--- src/rtl/lldma_pkg.sv ---
package lldma_pkg;

    localparam int DESC_WORDS = 5;
    localparam int SIZE_W     = 16;
    localparam int MAX_ITEMS  = 4095;
    localparam int BURST_W    = 9;

    typedef enum logic [1:0] {
        MODE_SINGLE = 2'd0,
        MODE_CONTIG = 2'd1,
        MODE_CHAIN  = 2'd2,
        MODE_RING   = 2'd3
    } xfer_mode_e;

    typedef enum logic [2:0] {
        ST_IDLE,
        ST_FETCH,
        ST_CHECK,
        ST_READ,
        ST_WRITE
    } chan_state_e;

    typedef struct packed {
        logic [31:0]       src;
        logic [31:0]       dst;
        logic [31:0]       next;
        logic [2:0]        burst;
        logic [SIZE_W-1:0] items;
    } desc_t;

    // Items grouped per burst: 1, then 4 doubling up to 256.
    function automatic logic [BURST_W-1:0] burst_items(input logic [2:0] code);
        if (code == 3'd0) return BURST_W'(1);
        return BURST_W'(1) << ({1'b0, code} + 4'd1);
    endfunction

    function automatic logic size_ok(input logic [SIZE_W-1:0] n);
        return (n != '0) && (n <= SIZE_W'(MAX_ITEMS));
    endfunction

endpackage

--- src/rtl/lldma_desc_loader.sv ---
module lldma_desc_loader
    import lldma_pkg::*;
(
    input  logic        clk,
    input  logic        rst,
    input  logic        begin_i,
    input  logic [31:0] ptr_i,
    input  logic        step_i,
    input  logic [31:0] word_i,
    output logic [31:0] addr_o,
    output logic        last_o,
    output desc_t       desc_o
);
    localparam int IDX_W = $clog2(DESC_WORDS);

    logic [31:0]      base_q;
    logic [IDX_W-1:0] idx_q;

    always_ff @(posedge clk) begin
        if (rst) begin
            base_q <= '0;
            idx_q  <= '0;
            desc_o <= '0;
        end else if (begin_i) begin
            base_q <= ptr_i;
            idx_q  <= '0;
        end else if (step_i) begin
            idx_q <= idx_q + IDX_W'(1);
            case (idx_q)
                IDX_W'(0): desc_o.src   <= word_i;
                IDX_W'(1): desc_o.dst   <= word_i;
                IDX_W'(2): desc_o.next  <= word_i;
                IDX_W'(3): desc_o.burst <= word_i[2:0];
                IDX_W'(4): desc_o.items <= word_i[SIZE_W-1:0];
                default: ;
            endcase
        end
    end

    assign addr_o = base_q + (32'(idx_q) << 2);
    assign last_o = (idx_q == IDX_W'(DESC_WORDS - 1));

endmodule

--- src/rtl/lldma_beat_ctr.sv ---
module lldma_beat_ctr
    import lldma_pkg::*;
(
    input  logic               clk,
    input  logic               rst,
    input  logic               load_i,
    input  logic               rearm_i,
    input  logic [SIZE_W-1:0]  size_i,
    input  logic [BURST_W-1:0] burst_i,
    input  logic               step_i,
    output logic               block_end_o,
    output logic               burst_end_o
);
    logic [SIZE_W-1:0]  size_q;
    logic [SIZE_W-1:0]  left_q;
    logic [BURST_W-1:0] burst_q;
    logic [BURST_W-1:0] beat_q;

    assign block_end_o = (left_q == SIZE_W'(1));
    assign burst_end_o = block_end_o || ((beat_q + BURST_W'(1)) == burst_q);

    always_ff @(posedge clk) begin
        if (rst) begin
            size_q  <= '0;
            left_q  <= '0;
            burst_q <= BURST_W'(1);
            beat_q  <= '0;
        end else if (load_i) begin
            size_q  <= size_i;
            left_q  <= size_i;
            burst_q <= burst_i;
            beat_q  <= '0;
        end else if (rearm_i) begin
            left_q <= size_q;
            beat_q <= '0;
        end else if (step_i) begin
            left_q <= left_q - SIZE_W'(1);
            beat_q <= burst_end_o ? '0 : beat_q + BURST_W'(1);
        end
    end

endmodule

--- src/rtl/lldma_blk_ctr.sv ---
module lldma_blk_ctr #(
    parameter int CNT_W = 16
) (
    input  logic             clk,
    input  logic             rst,
    input  logic             load_i,
    input  logic [CNT_W-1:0] target_i,
    input  logic             step_i,
    output logic             hit_o
);
    logic [CNT_W-1:0] count_q;
    logic [CNT_W-1:0] target_q;

    assign hit_o = ((count_q + CNT_W'(1)) == target_q);

    always_ff @(posedge clk) begin
        if (rst) begin
            count_q  <= '0;
            target_q <= '0;
        end else if (load_i) begin
            count_q  <= '0;
            target_q <= target_i;
        end else if (step_i) begin
            count_q <= hit_o ? '0 : count_q + CNT_W'(1);
        end
    end

endmodule

--- src/rtl/lldma_channel.sv ---
module lldma_channel
    import lldma_pkg::*;
#(
    parameter int CNT_W = 16,
    parameter int LEN_W = 32
) (
    input  logic              clk,
    input  logic              rst,
    input  logic              start,
    input  logic              stop,
    input  logic [1:0]        mode,
    input  logic [31:0]       src_addr,
    input  logic [31:0]       dst_addr,
    input  logic [31:0]       chain_head,
    input  logic [15:0]       block_items,
    input  logic [CNT_W-1:0]  buffer_blocks,
    input  logic [2:0]        burst_code,
    output logic              mem_req,
    output logic              mem_we,
    output logic [31:0]       mem_addr,
    output logic [31:0]       mem_wdata,
    input  logic              mem_ack,
    input  logic [31:0]       mem_rdata,
    output logic              busy,
    output logic              block_done,
    output logic              buffer_done,
    output logic              done,
    output logic              error,
    output logic [LEN_W-1:0]  moved
);
    chan_state_e state_q, state_d;
    xfer_mode_e  mode_q;
    xfer_mode_e  mode_in;
    logic [31:0] src_q, dst_q, next_q, data_q;
    logic        term_q;

    desc_t       desc;
    logic [31:0] fetch_addr;
    logic        fetch_last;
    logic        block_end, burst_end, buf_hit;

    logic               ld_begin;
    logic [31:0]        ld_ptr;
    logic               bt_load, bt_rearm;
    logic [SIZE_W-1:0]  bt_size;
    logic [BURST_W-1:0] bt_burst;
    logic               bc_load;
    logic [CNT_W-1:0]   bc_target;

    logic accept, reject, fe_fire, rd_fire, wr_fire, desc_bad, finish;

    assign mode_in = xfer_mode_e'(mode);
    assign fe_fire = (state_q == ST_FETCH) && mem_ack;
    assign rd_fire = (state_q == ST_READ)  && mem_ack;
    assign wr_fire = (state_q == ST_WRITE) && mem_ack;

    assign reject  = ((mode_in != MODE_SINGLE) && (buffer_blocks == '0)) ||
                     (!mode[1] && !size_ok(block_items));
    assign accept  = (state_q == ST_IDLE) && start && !reject;
    assign desc_bad = (state_q == ST_CHECK) && !term_q && !size_ok(desc.items);

    // Sequencing of the job and the strobes to the counters.
    always_comb begin
        state_d   = state_q;
        finish    = 1'b0;
        ld_begin  = 1'b0;
        ld_ptr    = chain_head;
        bt_load   = 1'b0;
        bt_rearm  = 1'b0;
        bt_size   = block_items;
        bt_burst  = burst_items(burst_code);
        bc_load   = accept;
        bc_target = (mode_in == MODE_SINGLE) ? CNT_W'(1) : buffer_blocks;
        case (state_q)
            ST_IDLE: begin
                if (accept) begin
                    if (mode[1]) begin
                        ld_begin = 1'b1;
                        state_d  = ST_FETCH;
                    end else begin
                        bt_load = 1'b1;
                        state_d = ST_READ;
                    end
                end
            end
            ST_FETCH: begin
                if (fe_fire && fetch_last) state_d = ST_CHECK;
            end
            ST_CHECK: begin
                if (term_q) begin
                    finish  = 1'b1;
                    state_d = ST_IDLE;
                end else if (desc_bad) begin
                    state_d = ST_IDLE;
                end else begin
                    bt_load  = 1'b1;
                    bt_size  = desc.items;
                    bt_burst = burst_items(desc.burst);
                    state_d  = ST_READ;
                end
            end
            ST_READ: begin
                if (rd_fire) state_d = ST_WRITE;
            end
            ST_WRITE: begin
                if (wr_fire) begin
                    if (block_end) begin
                        case (mode_q)
                            MODE_SINGLE: finish = 1'b1;
                            MODE_CONTIG: begin
                                if (buf_hit || term_q) finish = 1'b1;
                                else bt_rearm = 1'b1;
                            end
                            MODE_CHAIN: begin
                                if (term_q || (next_q == '0)) finish = 1'b1;
                                else ld_begin = 1'b1;
                            end
                            default: begin
                                if (term_q) finish = 1'b1;
                                else ld_begin = 1'b1;
                            end
                        endcase
                        ld_ptr = next_q;
                        if (finish)        state_d = ST_IDLE;
                        else if (ld_begin) state_d = ST_FETCH;
                        else               state_d = ST_READ;
                    end else if (burst_end && term_q) begin
                        finish  = 1'b1;
                        state_d = ST_IDLE;
                    end else begin
                        state_d = ST_READ;
                    end
                end
            end
            default: state_d = ST_IDLE;
        endcase
    end

    always_ff @(posedge clk) begin
        if (rst) begin
            state_q     <= ST_IDLE;
            mode_q      <= MODE_SINGLE;
            src_q       <= '0;
            dst_q       <= '0;
            next_q      <= '0;
            data_q      <= '0;
            term_q      <= 1'b0;
            done        <= 1'b0;
            block_done  <= 1'b0;
            buffer_done <= 1'b0;
            error       <= 1'b0;
            moved       <= '0;
        end else begin
            state_q     <= state_d;
            done        <= finish;
            block_done  <= wr_fire && block_end;
            buffer_done <= wr_fire && block_end && buf_hit;

            if (state_q == ST_IDLE && start) error <= reject;
            else if (desc_bad)               error <= 1'b1;

            if (accept) begin
                mode_q <= mode_in;
                src_q  <= src_addr;
                dst_q  <= dst_addr;
                term_q <= 1'b0;
                moved  <= '0;
            end else begin
                if (state_q != ST_IDLE && stop) term_q <= 1'b1;
                if (finish) term_q <= 1'b0;
                if (state_q == ST_CHECK) begin
                    src_q  <= desc.src;
                    dst_q  <= desc.dst;
                    next_q <= desc.next;
                end
                if (rd_fire) data_q <= mem_rdata;
                if (wr_fire) begin
                    src_q <= src_q + 32'd4;
                    dst_q <= dst_q + 32'd4;
                    moved <= moved + LEN_W'(1);
                end
            end
        end
    end

    lldma_desc_loader u_loader (
        .clk     (clk),
        .rst     (rst),
        .begin_i (ld_begin),
        .ptr_i   (ld_ptr),
        .step_i  (fe_fire),
        .word_i  (mem_rdata),
        .addr_o  (fetch_addr),
        .last_o  (fetch_last),
        .desc_o  (desc)
    );

    lldma_beat_ctr u_beats (
        .clk         (clk),
        .rst         (rst),
        .load_i      (bt_load),
        .rearm_i     (bt_rearm),
        .size_i      (bt_size),
        .burst_i     (bt_burst),
        .step_i      (wr_fire),
        .block_end_o (block_end),
        .burst_end_o (burst_end)
    );

    lldma_blk_ctr #(.CNT_W(CNT_W)) u_blocks (
        .clk      (clk),
        .rst      (rst),
        .load_i   (bc_load),
        .target_i (bc_target),
        .step_i   (wr_fire && block_end),
        .hit_o    (buf_hit)
    );

    assign busy      = (state_q != ST_IDLE);
    assign mem_req   = (state_q == ST_FETCH) || (state_q == ST_READ) || (state_q == ST_WRITE);
    assign mem_we    = (state_q == ST_WRITE);
    assign mem_addr  = (state_q == ST_FETCH) ? fetch_addr :
                       (state_q == ST_WRITE) ? dst_q : src_q;
    assign mem_wdata = data_q;

endmodule

--- config.mk ---
export PLATFORM = sky130hd
export DESIGN_NAME = lldma_channel
export DESIGN_NICKNAME = d
export VERILOG_FILES = /design/src/rtl/lldma_pkg.sv /design/src/rtl/lldma_desc_loader.sv /design/src/rtl/lldma_beat_ctr.sv /design/src/rtl/lldma_blk_ctr.sv /design/src/rtl/lldma_channel.sv
export SDC_FILE = /design/constraint.sdc
export NUM_CORES = 1
export LEC_CHECK = 0
export ABC_AREA = 1
export CORE_AREA = 5 5 241 302
export DETAILED_ROUTE_END_ITERATION = 8
export DIE_AREA = 0 0 246 307
export PLACE_DENSITY = 0.55
export RECOVER_POWER = 50
export SYNTH_ARGS = -nofsm -noshare
export SYNTH_HDL_FRONTEND = slang
export SYNTH_SLANG_ARGS = --single-unit
--- constraint.sdc ---
create_clock -name clk -period 2.55 [get_ports clk]
set_input_delay 0.255 -clock clk [delete_from_list [all_inputs] [get_ports clk]]
set_output_delay 0.255 -clock clk [all_outputs]
set_load 0.05 [all_outputs]
Word level (Yosys, flattened, before mapping)
Cells that the tools add are included.

Add/subtract/negate cells: 10. Magnitude comparators: 2. Equal/unequal tests: 17. Shift operators: 2. Multiplexer cells: 78. Bitwise operators: 2. Reduce and logical (&&, ||, !) cells: 55.

Operators by type and width (number): $mux 32 (11); $mux 16 (8); $mux 9 (8); $add 32x3->32 const B (2); $mux 1 (34); $add 32x1->32 const B (1); $add 32x5->32 (1); $le 16x12->1 const B (2); $logic_not 32->1 (1); $reduce_bool 16->1 (2); $shl 1x4->9 const A (2); $add 16x1->16 const B (1); $eq 16x1->1 const B (1); $eq 16x16->1 (1); $logic_and 1x1->1 (16); $logic_not 16->1 (1); $sub 16x1->16 const B (1); $mux 3 (5); $pmux 3 s5 (1); $reduce_and 3->1 (5); $eq 3x2->1 const B (4); $logic_not 3->1 (4); $mux 2 (6); $add 9x1->9 const B (1); 21 further kinds (47).

Register bits after elaboration: 402. Input bits: 170. Output and inout port bits: 103. Logic and storage cells: 191.

Depth between registers and ports, before layout
Depth after elaboration: 12. Gate-level depth with buffers: 19. Mapped depth without buffers: 19.

Cells and area by module
Synthesis repeated with hierarchy kept, for this count alone.

Cells, all modules: 3516. Area total of the unflattened synthesis: 22348.9 µm².

Modules (own cells, without submodules): lldma_channel (times used 1, cells each 1940, area an instance 11253.3 µm², sequential area each 3403.3 µm²); lldma_desc_loader (times used 1, cells each 858, area an instance 6262.3 µm², sequential area each 3002.9 µm²); lldma_beat_ctr (times used 1, cells each 393, area an instance 2667.6 µm², sequential area each 1001.0 µm²); lldma_blk_ctr (times used 1, cells each 325, area an instance 2165.8 µm², sequential area each 640.6 µm²).

Least setup slack after synthesis
Ideal clock, no wire load.

Kind: flip-flop to output port. Start: register u_loader.idx_q[0]. End: output mem_addr[30]. Arrival: 3320 ps. Required time: 2295 ps. Setup slack: -1025 ps. Stages on the path, launching flop included: 18. Buffers on the path: 0. Cell sequence: dfxtp_1 > ha_1 > inv_1 > fa_1 > inv_1 > nand2_1 > inv_1 > o21a_1 > nand4_1 > nor2_1 > nand3_1 > inv_1 > nand4_1 > inv_1 > nand4_1 > o21ai_0 > nand2_1 > o21ai_0.

Word-level cells in the longest chain between the ends: 2.

RTL lines: start: declaration (RTL line lldma_desc_loader.sv:17) `logic [IDX_W-1:0] idx_q;`; start signal: assignment (RTL line lldma_desc_loader.sv:28) `idx_q <= idx_q + IDX_W'(1);`; $add 32x5->32 (RTL line lldma_desc_loader.sv:40) `assign addr_o = base_q + (32'(idx_q) << 2);`; $mux 32 (RTL line lldma_channel.sv:222) `assign mem_addr = (state_q == ST_FETCH) ? fetch_addr :`; end: declaration (RTL line lldma_channel.sv:20) `output logic [31:0] mem_addr,`.

No other way between the ends.

Final worst setup path
Start: register u_loader.base_q[2]. End: output mem_addr[26].

Word-level cells in the longest chain between the ends: 2.

RTL lines: start: declaration (RTL line lldma_desc_loader.sv:16) `logic [31:0] base_q;`; start signal: assignment (RTL line lldma_desc_loader.sv:25) `base_q <= ptr_i;`; $add 32x5->32 (RTL line lldma_desc_loader.sv:40); $mux 32 (RTL line lldma_channel.sv:222).

No other way between the ends.

==> impl_metrics.tcl <==
set metrics [dict create \
    post-synth-top-area-fraction_pct 39.0 \
    antenna_found_initial 4 \
    power.ir.vdd_worst_mv 0.532 \
    slew_headroom_pct 19.2 \
    finalSetupTns_ns -24.89 \
    drtPass1Iterations 5 \
    hold_viol 0 \
    die_x_um 246 \
    timing.critical_path.to "mem_addr[26]" \
    clock_latency_ns 0.60 \
    largest_net_degree_at_the_start_of_global_routing 66 \
    hold_path_class "in -> reg" \
    fp.coreArea_um2 69800 \
    final_cell_count_no_fill 4423 \
    power_density_nw_per_um2 780 \
    worst-r2r-cell-count 10 \
    num_vias 21843 \
    crit_path_start_kind "flop" \
    global_route.overflow_total 0 \
    first_iter_violations 1508 \
    layout_commonest_cell "sky130_fd_sc_hd__nand2_1" \
    timing.max_cap.violations 0 \
    synth.distinct_cells 58 \
    cts.path.max_buffers 3 \
    setup.worst_path.start "u_loader.base_q[2]" \
    cts.clk_slew.worst_paths_ns 0.06 \
    placement.io_buffers 272 \
    dieArea_um2 75500 \
    timing.critical_path.to_type "output pin" \
    clock_skew_ns 0.0245 \
    cts_root_buffer "sky130_fd_sc_hd__clkbuf_16" \
    timing.rr.end "src_q[2]" \
    htreeDepth 2 \
    route.detailed.drc 0 \
    fp-row-count 109 \
    timing.setup.critical_path_class "reg -> out" \
    post_route_cells_drive_above_1_share_pct 15.6 \
    synth_area_leader_cell "sky130_fd_sc_hd__dfxtp_1" \
    synthesis.instances 3032 \
    globalplace.congestion 0.898 \
    grtUsageTotal_pct 21.3 \
    area_growth_pct 38.0 \
    status "finished with violations" \
    power.total_mw 22.2 \
    via_count_of_the_first_global_routing_pass 21034 \
    final_cell_utilization_of_the_core_pct 40.7 \
    dp_hpwl_mm 62.1 \
    initial_core_util_pct 29.5 \
    routed_wl_mm 83.1 \
    detail-route-antenna-nets 0 \
    finalWorstSetupSlack_ns -0.995 \
    part_of_the_yosys_area_used_for_sequential_elements_pct 39.0 \
    post_cts_hold_buffer_count 0 \
    final_min_period_over_clock_period_pct 139 \
    dpl-instance-area_um2 26100 \
    post_synth_instance_area_um2 20600 \
    fmax_mhz 282 \
    critical_path_arrival_ns 3.29 \
    mostFrequentLayoutCells "sky130_fd_sc_hd__nand2_1 (603), sky130_fd_sc_hd__dfxtp_1 (393), sky130_fd_sc_hd__nor2_1 (390), sky130_fd_sc_hd__o21ai_0 (303), sky130_fd_sc_hd__inv_1 (233)" \
    filler_instances 7442 \
    place_inst 4298 \
    leakage_nw 11.0 \
    regToRegSetupSlack_ns -0.17 \
    final_design_area_excluding_fillers_um2 28400 \
    syn_nets 3218 \
    layout.nets 3627 \
    synth.ff_latch_count 402 \
    synth.area.top_cells "sky130_fd_sc_hd__dfxtp_1 (39%), sky130_fd_sc_hd__nand2_1 (11%), sky130_fd_sc_hd__o21ai_0 (8.0%), sky130_fd_sc_hd__nor2_1 (7.4%), sky130_fd_sc_hd__a21oi_1 (5.4%)" \
    endpoints_failing_setup 90 \
    cts-buffers-inserted 46 \
    wire_length_of_the_first_global_routing_pass_mm 126 \
    synth_area_per_cell_um2 6.80 \
    cp_data_required_time_ns 2.30 \
    die_h_um 307 \
    yosys_warnings 0 \
    cts_tree "built" \
    top_fanout_value_on_the_critical_path 3 \
    rsz0062_at_grt "yes" \
    timing.rr.start "state_q[1]" \
    worst_slew_pin_slew_ns 1.21 \
    post_drt_via_cell_ratio 4.94 \
    detail_route.wl_per_cell_um 18.8 \
    fin_crit_ns 3.55 \
    cts.sinks 402 \
    drv_slew 0 \
    io_pins 273 \
    violations "negative setup slack" \
]
## critical path, stage by stage (launching register included)
cell	delay (ns)
sky130_fd_sc_hd__dfxtp_2	0.35
sky130_fd_sc_hd__ha_4	0.14
sky130_fd_sc_hd__inv_2	0.03
sky130_fd_sc_hd__fa_2	0.32
sky130_fd_sc_hd__inv_2	0.06
sky130_fd_sc_hd__nand2_2	0.04
sky130_fd_sc_hd__inv_2	0.05
sky130_fd_sc_hd__o21a_1	0.13
sky130_fd_sc_hd__nand4_1	0.12
sky130_fd_sc_hd__nor2_2	0.22
sky130_fd_sc_hd__nand3_1	0.12
sky130_fd_sc_hd__inv_2	0.09
sky130_fd_sc_hd__nand4_1	0.13
sky130_fd_sc_hd__inv_1	0.12
sky130_fd_sc_hd__nand4_1	0.14
sky130_fd_sc_hd__buf_4	0.19
sky130_fd_sc_hd__nand2_1	0.06
sky130_fd_sc_hd__nand2_2	0.06
sky130_fd_sc_hd__o21ai_4	0.17
sky130_fd_sc_hd__buf_12	0.15
## registers in the layout, indices dropped and copies added (netlist names), 9 cells and up
| register | flops |
|---|---|
| u_loader.desc_o | 115 |
| dst_q | 32 |
| mem_wdata | 32 |
| moved | 32 |
| next_q | 32 |
| src_q | 32 |
| u_loader.base_q | 32 |
| u_beats.left_q | 16 |
| u_beats.size_q | 16 |
| u_blocks.count_q | 16 |
| u_blocks.target_q | 16 |
| u_beats.beat_q | 9 |
| u_beats.burst_q | 9 |
## how the worst min path moves through the flow
stage	from	end	slack, ns	cells past startpoint
2_1_floorplan	dst_addr[9]	dst_q[9]	0.40	2
3_3_place_gp	u_beats.size_q[15]	u_beats.size_q[15]	0.42	2
3_5_place_dp	u_beats.size_q[15]	u_beats.size_q[15]	0.43	2
4_1_cts	rst	u_loader.base_q[4]	0.16	4
5_1_grt	rst	u_beats.left_q[4]	0.21	4
6_report	rst	u_beats.left_q[4]	0.19	4
## routing by layer
metal  vias up  global-route usage [%]  part of all wire (%)
met5         -                       0                 0.029
met4         4                    7.36                   3.8
met3       143                    3.70                   5.6
met2       606                    34.1                    45
met1     10153                    29.1                    46
li1      10937                       -                     -
## through the flow
step | setup WS [ns] | hold WS, ns
3_5_place_dp | -0.532 | 0.428
4_1_cts | -1.01 | 0.164
3_3_place_gp | -0.532 | 0.425
5_1_grt | -1.18 | 0.209
6_report | -0.995 | 0.187
2_1_floorplan | -0.219 | 0.399
## what timing repair did
item	4_1_cts	5_1_grt
setup endpoints to repair	33	67
gates resized for setup	97	52
buffers inserted	30	11
cloned	0	0
pin swaps	24	23
endpoints found under the hold margin	0	0
## final cells by class
cell class | count | area (um2) | share of cell area (%)
Clock inverter | 15 | 253 | 0.889
Antenna cell | 1 | 2.50 | 0.00880
Sequential cell | 402 | 8060 | 28.3
Multi-Input combinational cell | 2211 | 11400 | 40.1
Timing Repair Buffer | 524 | 5160 | 18.2
Clock buffer | 71 | 1410 | 4.94
Tap cell | 943 | 1180 | 4.15
Inverter | 256 | 975 | 3.43
## kinds of logic after synthesis
kind of cell               share of synthesized area (%)
DFF                                                 39.0
and+or+nand+nor                                     29.1
AOI/OAI and AO/OA                                   19.5
xor gates and xnor gates                            3.44
adders and majority gates                           1.01
buffers and inverters                               7.88
## synthesized netlist by cell type (all sizes together)
cell type,n
a31oi,69
nor3b,1
buf,42
nand4,56
nand2,634
clkbuf,121
or2,13
o31ai,1
o211ai,44
nor2,428
o21a,5
o211a,1
o2bb2ai,1
dfxtp,402
a32o,1
a21boi,1
clkinv,2
and2,2
nand3b,2
a211oi,7
ha,15
or4,2
o21ai,349
nand3,161
and3,2
a32oi,2
fa,1
nor4,30
xor2,59
a22oi,1
o32ai,3
o21bai,4
inv,254
o22ai,23
nor3,46
xnor2,22
a21oi,225
## where the power goes
group / total, mW / internal (mW) / switching (mW)
clock: 7.29 / 4.42 / 2.87
combinational: 7.26 / 2.86 / 4.40
sequential: 7.62 / 7.00 / 0.617
total: 22.2 / 14.3 / 7.89
Power figures use the tool's default switching activity.
